File: config.mk
export PLATFORM = sky130hd
export DESIGN_NAME = lps_seq
export DESIGN_NICKNAME = d
export VERILOG_FILES = /design/src/rtl/lps_pkg.sv /design/src/rtl/lps_core_track.sv /design/src/rtl/lps_sg_timer.sv /design/src/rtl/lps_seq.sv
export SDC_FILE = /design/constraint.sdc
export NUM_CORES = 1
export LEC_CHECK = 0
export ABC_CLOCK_PERIOD_IN_PS = 4900
export CORE_MARGIN = 2
export CORE_UTILIZATION = 38
export DETAILED_ROUTE_END_ITERATION = 6
export DONT_BUFFER_PORTS = 1
export GPL_TIMING_DRIVEN = 0
export SLEW_MARGIN = 5
export SYNTH_ARGS = -nofsm -noshare
export SYNTH_HDL_FRONTEND = slang
export SYNTH_SLANG_ARGS = --single-unit
File: constraint.sdc
create_clock -name clk -period 4.9 [get_ports clk]
set_clock_uncertainty 0.05 [all_clocks]
set_input_delay 0.245 -clock clk [delete_from_list [all_inputs] [get_ports clk]]
set_output_delay 0.245 -clock clk [all_outputs]
set_load 0.01 [all_outputs]
File: src/rtl/lps_pkg.sv
package lps_pkg;

    localparam int NUM_BRK = 4;
    localparam int BRK_SMI = 0;

    typedef enum logic [3:0] {
        ST_RUN     = 4'd0,
        ST_HALT    = 4'd1,
        ST_XH_RDN  = 4'd2,
        ST_XH_VDN  = 4'd3,
        ST_XHALT   = 4'd4,
        ST_XH_VUP  = 4'd5,
        ST_XH_RUP  = 4'd6,
        ST_SG_ACK  = 4'd7,
        ST_SG_WAIT = 4'd8,
        ST_SG      = 4'd9
    } lps_state_e;

    typedef struct packed {
        lps_state_e st;
        logic       ratio_low;
        logic       vid_low;
        logic       snoop_done;
    } seq_regs_t;

endpackage

File: src/rtl/lps_core_track.sv
module lps_core_track
    import lps_pkg::*;
#(
    parameter int NCORES = 2
) (
    input  logic              clk,
    input  logic              rst_n,
    input  logic [NCORES-1:0] halt_req,
    input  logic [NUM_BRK-1:0] brk_evt,
    input  logic              brk_open,
    input  logic              run_open,
    input  logic              smi_rsm,
    input  logic              rsm_to_halt,
    output logic [NCORES-1:0] halted,
    output logic              wake
);

    typedef struct packed {
        logic [NCORES-1:0]  halted;
        logic [NUM_BRK-1:0] pend;
        logic               smi;
    } trk_t;

    trk_t trk_d, trk_q;
    logic [NUM_BRK-1:0] evt_all;

    always_comb begin
        trk_d   = trk_q;
        evt_all = brk_evt | trk_q.pend;
        wake    = brk_open && (|evt_all);
        if (brk_open) begin
            trk_d.pend = '0;
        end else begin
            trk_d.pend = trk_q.pend | brk_evt;
        end
        if (wake) begin
            trk_d.halted = '0;
            if (evt_all[BRK_SMI] && (|trk_q.halted)) begin
                trk_d.smi = 1'b1;
            end
        end else begin
            trk_d.halted = trk_q.halted | halt_req;
            if (run_open && smi_rsm && trk_q.smi) begin
                trk_d.smi = 1'b0;
                if (rsm_to_halt) begin
                    trk_d.halted = '1;
                end
            end
        end
    end

    always_ff @(posedge clk or negedge rst_n) begin
        if (!rst_n) begin
            trk_q <= '0;
        end else begin
            trk_q <= trk_d;
        end
    end

    assign halted = trk_q.halted;

endmodule

File: src/rtl/lps_sg_timer.sv
module lps_sg_timer #(
    parameter int SG_DLY = 20
) (
    input  logic clk,
    input  logic rst_n,
    input  logic run,
    output logic done
);

    localparam int CW = (SG_DLY < 2) ? 1 : $clog2(SG_DLY);
    localparam logic [CW-1:0] LAST = CW'(SG_DLY - 1);

    logic [CW-1:0] cnt_d, cnt_q;

    always_comb begin
        done  = run && (cnt_q == LAST);
        cnt_d = (run && !done) ? cnt_q + 1'b1 : '0;
    end

    always_ff @(posedge clk or negedge rst_n) begin
        if (!rst_n) begin
            cnt_q <= '0;
        end else begin
            cnt_q <= cnt_d;
        end
    end

endmodule

File: src/rtl/lps_seq.sv
module lps_seq
    import lps_pkg::*;
#(
    parameter int NCORES = 2,
    parameter int SG_DLY = 20
) (
    input  logic              clk,
    input  logic              rst_n,
    input  logic [NCORES-1:0] halt_req,
    input  logic [3:0]        brk_evt,
    input  logic              smi_rsm,
    input  logic              rsm_to_halt,
    input  logic              stpclk_req,
    input  logic              snoop_req,
    input  logic              xhalt_en,
    input  logic              rsp_phase,
    input  logic              ratio_ack,
    input  logic              vid_ack,
    output logic [3:0]        pkg_state,
    output logic [NCORES-1:0] core_halted,
    output logic              ratio_low,
    output logic              ratio_req,
    output logic              vid_low,
    output logic              vid_req,
    output logic              sg_ack_req,
    output logic              snoop_done
);

    seq_regs_t r_d, r_q;
    logic      brk_open, run_open, wake, all_halted, sg_done;
    logic      halt_like;

    assign brk_open  = (r_q.st == ST_RUN) || (r_q.st == ST_HALT) || (r_q.st == ST_XHALT);
    assign run_open  = (r_q.st == ST_RUN);
    assign halt_like = (r_q.st == ST_HALT) || (r_q.st == ST_XHALT);

    lps_core_track #(.NCORES(NCORES)) u_track (
        .clk        (clk),
        .rst_n      (rst_n),
        .halt_req   (halt_req),
        .brk_evt    (brk_evt),
        .brk_open   (brk_open),
        .run_open   (run_open),
        .smi_rsm    (smi_rsm),
        .rsm_to_halt(rsm_to_halt),
        .halted     (core_halted),
        .wake       (wake)
    );

    lps_sg_timer #(.SG_DLY(SG_DLY)) u_timer (
        .clk  (clk),
        .rst_n(rst_n),
        .run  (r_q.st == ST_SG_WAIT),
        .done (sg_done)
    );

    assign all_halted = &core_halted;

    always_comb begin
        r_d            = r_q;
        r_d.snoop_done = snoop_req && halt_like;
        unique case (r_q.st)
            ST_RUN: begin
                if (all_halted && !wake) begin
                    if (xhalt_en) begin
                        r_d.st        = ST_XH_RDN;
                        r_d.ratio_low = 1'b1;
                    end else begin
                        r_d.st = ST_HALT;
                    end
                end
            end
            ST_HALT: begin
                if (wake) begin
                    r_d.st = ST_RUN;
                end else if (stpclk_req) begin
                    r_d.st = ST_SG_ACK;
                end
            end
            ST_XH_RDN: begin
                if (ratio_ack) begin
                    r_d.st      = ST_XH_VDN;
                    r_d.vid_low = 1'b1;
                end
            end
            ST_XH_VDN: begin
                if (vid_ack) begin
                    r_d.st = ST_XHALT;
                end
            end
            ST_XHALT: begin
                if (wake) begin
                    r_d.st      = ST_XH_VUP;
                    r_d.vid_low = 1'b0;
                end
            end
            ST_XH_VUP: begin
                if (vid_ack) begin
                    r_d.st        = ST_XH_RUP;
                    r_d.ratio_low = 1'b0;
                end
            end
            ST_XH_RUP: begin
                if (ratio_ack) begin
                    r_d.st = ST_RUN;
                end
            end
            ST_SG_ACK: begin
                if (rsp_phase) begin
                    r_d.st = ST_SG_WAIT;
                end
            end
            ST_SG_WAIT: begin
                if (sg_done) begin
                    r_d.st = ST_SG;
                end
            end
            ST_SG: begin
                if (!stpclk_req) begin
                    r_d.st = ST_HALT;
                end
            end
            default: r_d.st = ST_RUN;
        endcase
    end

    always_ff @(posedge clk or negedge rst_n) begin
        if (!rst_n) begin
            r_q <= '{st: ST_RUN, ratio_low: 1'b0, vid_low: 1'b0, snoop_done: 1'b0};
        end else begin
            r_q <= r_d;
        end
    end

    assign pkg_state  = r_q.st;
    assign ratio_low  = r_q.ratio_low;
    assign vid_low    = r_q.vid_low;
    assign snoop_done = r_q.snoop_done;
    assign ratio_req  = (r_q.st == ST_XH_RDN) || (r_q.st == ST_XH_RUP);
    assign vid_req    = (r_q.st == ST_XH_VDN) || (r_q.st == ST_XH_VUP);
    assign sg_ack_req = (r_q.st == ST_SG_ACK);

endmodule

== Yosys cells after proc, flatten, opt, wreduce, memory -nomap -nowiden ==
Index checks and enable logic that the tools add are counted.
Operators by class
  reductions and logical operators: 26
  shift operators: 0
  magnitude comparators: 0
  bitwise operators: 2
  $add $sub $neg: 1
  muxes and demuxes: 26
  multipliers: 0
  divide/modulo/power cells: 0
  equal/unequal tests: 22
Operators with widths (number)
  4-bit two-way mux: 10
  4-bit one-hot mux with 10 select lines: 1
  2-bit != test, second input constant: 10
  4-bit by 3-bit == test with 1-bit output, second input constant: 4
  5-bit two-way mux: 3
  10-bit AND reduction: 1
  4-bit by 2-bit == test with 1-bit output, second input constant: 2
  4-bit == test, second input constant: 2
  1-bit logical AND: 8
  2-bit two-way mux: 4
  1-bit two-way mux: 6
  2-bit nonzero test: 3
  5-bit by 1-bit adder with 5-bit output, second input constant: 1
  5-bit == test, second input constant: 1
  1-bit logical OR: 5
  4-bit by 1-bit == test with 1-bit output, second input constant: 1
  4-bit zero test: 1
  4-bit OR: 1
  1-bit one-hot mux with 2 select lines: 2
  2-bit AND reduction: 2
  4-bit AND reduction: 1
  4-bit OR reduction: 1
  3-bit != test, second input constant: 1
  3-bit AND reduction: 1
  other kinds (4): 5
Word-level totals
  flip-flop bits (word level): 19
  latch bits: 0
  output and inout bits: 12
  word-level logic and storage cells: 85
  ROM bits: 0
  memories: 0
  memory bits (writable): 0
  input port bits: 16

== Depth between registers and ports, before layout ==
  word-level depth: 8
  gate-level depth with buffers: 7
  gate-level depth less buffers: 6

== Cells and area by module ==
Synthesis repeated with hierarchy kept, for this count alone.
Second synthesis, totals
  cells, all modules: 121
  area total of the unflattened synthesis: 1198.6 um^2
By module, submodules not included
  lps_seq: instances 1, area an instance 615.6 um^2, sequential area each 175.2 um^2, cells each 69
  lps_core_track: instances 1, area an instance 319.1 um^2, sequential area each 175.2 um^2, cells each 28
  lps_sg_timer: instances 1, area an instance 264.0 um^2, sequential area each 125.1 um^2, cells each 24

== Worst setup path after synthesis ==
OpenSTA, ideal clock, no wires.
  path type: reg-to-reg
  start point: register r_q (netlist bit pkg_state[3])
  end point: register r_q (netlist bit pkg_state[0])
  stages on the path, launching flop included: 7
  path buffers: 1
  path slack: 2.981 ns
  required time: 4.725 ns
  setup time: 0.125 ns
  arrival time: 1.745 ns
  path through: dfrtp_1 -> buf_6 -> or4b_1 -> nor2_1 -> o21ai_1 -> nand4_1 -> mux2_2
Between the ends
  longest elaborated chain between the ends: 8
  elaborated cells on any way between the ends: 29
  those cells by class: 19 x eq/ne; 2 x mux; 8 x reduce/logical
RTL lines
  start, declared: line lps_seq.sv:29  | seq_regs_t r_d, r_q;
  start signal, assigned: line lps_seq.sv:129  | r_q <= '{st: ST_RUN, ratio_low: 1'b0, vid_low: 1'b0, snoop_done: 1'b0};
  start signal, assigned: line lps_seq.sv:131  | r_q <= r_d;
  4-bit by 1-bit == test with 1-bit output or 4-bit zero test (tied branches): line lps_seq.sv:33, lps_seq.sv:62
  1-bit logical OR (2 in series): line lps_seq.sv:33  | assign brk_open = (r_q.st == ST_RUN) || (r_q.st == ST_HALT) || (r_q.st == ST_XHALT);
  1-bit logical AND: line lps_core_track.sv:30  | wake = brk_open && (|evt_all);
  1-bit zero test: line lps_seq.sv:64  | if (all_halted && !wake) begin
  1-bit logical AND: line lps_seq.sv:64
  2-bit != test (no source line)
  10-bit AND reduction (no source line)
Parallel ways exist; a longest one is shown, timed or not.
A chain may end at the register's enable or synchronous reset.

== Worst setup path after layout ==
  start point: register r_q (netlist bit pkg_state[1])
  end point: register r_q (netlist bit pkg_state[0])
Same word-level chain as after synthesis.

==> results.txt <==
Synth top area cells - dfrtp_1 44%, nor2_1 8.7%, a21oi_1 3.2%, nand2b_1 2.9%, xnor2_1 2.4%
Die width - 57.4 um
Period minus WS final - 2.15 ns
Most frequent cells after synthesis - 25 x nor2_1, 19 x dfrtp_1, 7 x a21oi_1
Pwr dens - 562 nW/um^2
Iter 0 DRT Violations - 30
Main flop type after synthesis - dfrtp_1
Net load switching power - 0.000291 W
Internal Pwr Total - 0.000378 W
Vias per std cell - 5.58
Post-synth cell types - 39
Gr usage total - 15.9%
Synth top area share - 43.8%
# rows - 19
CP Launch Type - flip-flop
Syn avg cell area - 9.19 um^2
Worst Tran Pin Value - 0.859 ns
Maximum VDD drop - 0.354 mV
Maximum root-to-sink buffer count - 2
CTS sink cnt - 19
DP Cell Count - 149
I/O Buffers - 0
Synthesis Warnings - 0
Layout Nets - 144
Dpl hpwl - 1870 um
Tot Pwr - 0.000669 W
RSZ-0062 raised after global routing - false
Most frequent cell after synthesis - nor2_1
Final Hold Fails - 0
Status - finished clean
CTS resizes - 0
Leakage Power - 0.497 nW
HP Class - primary input to flip-flop
Max Freq - 0.465 GHz
Logic gate share of total power - 48.6%
Layout cells sized above 1 - 13.5%
Root buf cell - clkbuf_4
Worst-Skew Late Latency - 0.30 ns
Final setup violation count - 0
Hold buffers post-CTS - 4
Relative slew slack - 42.5%
Die area - 3300 um^2
Clk pwr share - 12.1%
Setup tns final - 0 ns
R2r setup slk - 2.75 ns
Syn Inst Count - 118
Num CTS Buffers - 3
# DRC - 0
Vias in the first global route - 924
Max Slew Vio Count - 0
Postcts setup bufs - 0
Fin cells - 157
Setup crit end kind - flip-flop
Part of the Yosys area used for sequential elements - 43.8%
Post-layout util - 43.6%
#FFs+latches synth - 19
Kind of critical path - flip-flop to flip-flop
WL final - 2370 um
Initial antenna violation count - 0
Net Sw Frac - 43.5%
Largest net degree at the start of global routing - 20
Post-synth ARST share - 100%
Crit path DAT - 2.30 ns
Num ports - 28
DRT antenna net count - 0
Hold_ws - 0.0287 ns
Mapped Area - 1080 um^2
Tcrit/Tclk final - 43.9%
Vias after detailed routing - 876
First-pass GRT wire length - 4080 um
Critical path required time - 5.04 ns
Starting Density - 39.7%
Worst reg-to-reg path cell count - 5
Seq pwr share - 39.4%
Post-synth top area cell - dfrtp_1
Core box area - 2730 um^2
Layout area overhead - 9.80%
CTS tree - built
Clock-pin slew on the worst setup and hold paths - 0.11 ns
DR pass1 iterations - 4
Final-layout fill cell count - 276
Wire per inst - 15.1 um
Max-cap violations - 0
GPL Wtd Cong - 0.840
Global route total overflow - 0
EDFF count, synth - 0
Die height - 57.4 um
Syn Nets - 135
Critical path fanouts, max - 10
H-Tree Depth - 1
Hold path cells - 2
N_diodes - 0
## critical path: stages (launching register included)
cell and delay [ns]:
dfrtp_1 0.51, buf_2 0.24, nor4_1 0.50, o21ai_1 0.22
nand4_1 0.18, mux2_2 0.35
## cells by family after synthesis
family          after synthesis  share of synthesized area [%]
compound gates               23                           15.1
buf+inv                      11                           5.77
fa+ha+maj                     1                           1.15
simple gates                 58                           28.7
flops                        19                           43.8
xor+xnor                      3                           2.42
mux                           3                           3.00
## worst paths after layout
path	start	end
hold reg to reg	u_timer.cnt_q[0]$_DFF_PN0_	u_timer.cnt_q[0]$_DFF_PN0_
min in group asynchronous	rst_n	u_track.halted[1]$_DFF_PN0_
setup / recovery	pkg_state[1]$_DFFE_PN0P_	pkg_state[0]$_DFFE_PN0P_
hold / removal	brk_evt[2]	u_track.trk_q[3]$_DFF_PN0_
setup reg to reg	pkg_state[1]$_DFFE_PN0P_	pkg_state[0]$_DFFE_PN0P_
max in group asynchronous	rst_n	pkg_state[3]$_DFFE_PN0P_
## power by group through the flow
stage	logic [W]	registers, W	clock network [W]
floorplan	0.000267	0.000255	0
global placement	0.000317	0.000266	0
detailed placement	0.000320	0.000269	0
CTS	0.000328	0.000265	0.0000826
global route	0.000367	0.000270	0.0000888
finish	0.000325	0.000263	0.0000807
## per-stage QoR
stage               worst slack (ns)  instance area, um^2
finish                          2.75                 1190
global route                    2.61                 1190
CTS                             2.73                 1190
floorplan                       2.98                 1080
global placement                2.74                 1120
detailed placement              2.76                 1120
## final cells by class
cell class	count	area, um^2	area share, %
clock inverters	1	5.00	0.420
clock buffers	3	22.5	1.89
flip-flops and latches	19	475	39.9
repair buffers	4	40.0	3.36
inverters	4	15.0	1.26
multi-input cells	88	547	45.9
plain buffers	7	47.5	3.99
well taps	31	38.8	3.26
## sequential cells by signal, summed over array words and instances (netlist names)
| register | cells |
|---|---|
| pkg_state | 4 |
| ratio_low | 1 |
| snoop_done | 1 |
| u_timer.cnt_q | 5 |
| u_track.halted | 2 |
| u_track.trk_q | 5 |
| vid_low | 1 |
## per-layer routing
layer	global-route usage [%]	wire length, um	vias up
met2	27.1	1200	23
met4	6.98	40	0
met3	4.31	141	6
met1	18.7	986	419
li1	-	-	428
met5	0	0	-
## cell usage in the layout, fill, tap and decap left out, types with 2 or more instances in the layout
| cell type | count |
|---|---|
| nand2_1 | 5 |
| a21oi_1 | 7 |
| dfrtp_1 | 19 |
| dlygate4sd3_1 | 4 |
| clkbuf_4 | 3 |
| o21ai_1 | 2 |
| o21ai_0 | 3 |
| nor3_1 | 4 |
| a31oi_1 | 4 |
| nor4_1 | 2 |
| nor4_2 | 2 |
| buf_2 | 2 |
| buf_4 | 3 |
| xnor2_1 | 3 |
| nand3_1 | 2 |
| nor2_1 | 25 |
| nor3b_1 | 2 |
| nand4_1 | 2 |
| inv_1 | 4 |
| nand2b_1 | 5 |
| or3_1 | 2 |
Note: power is estimated with default switching activity, not from simulation.
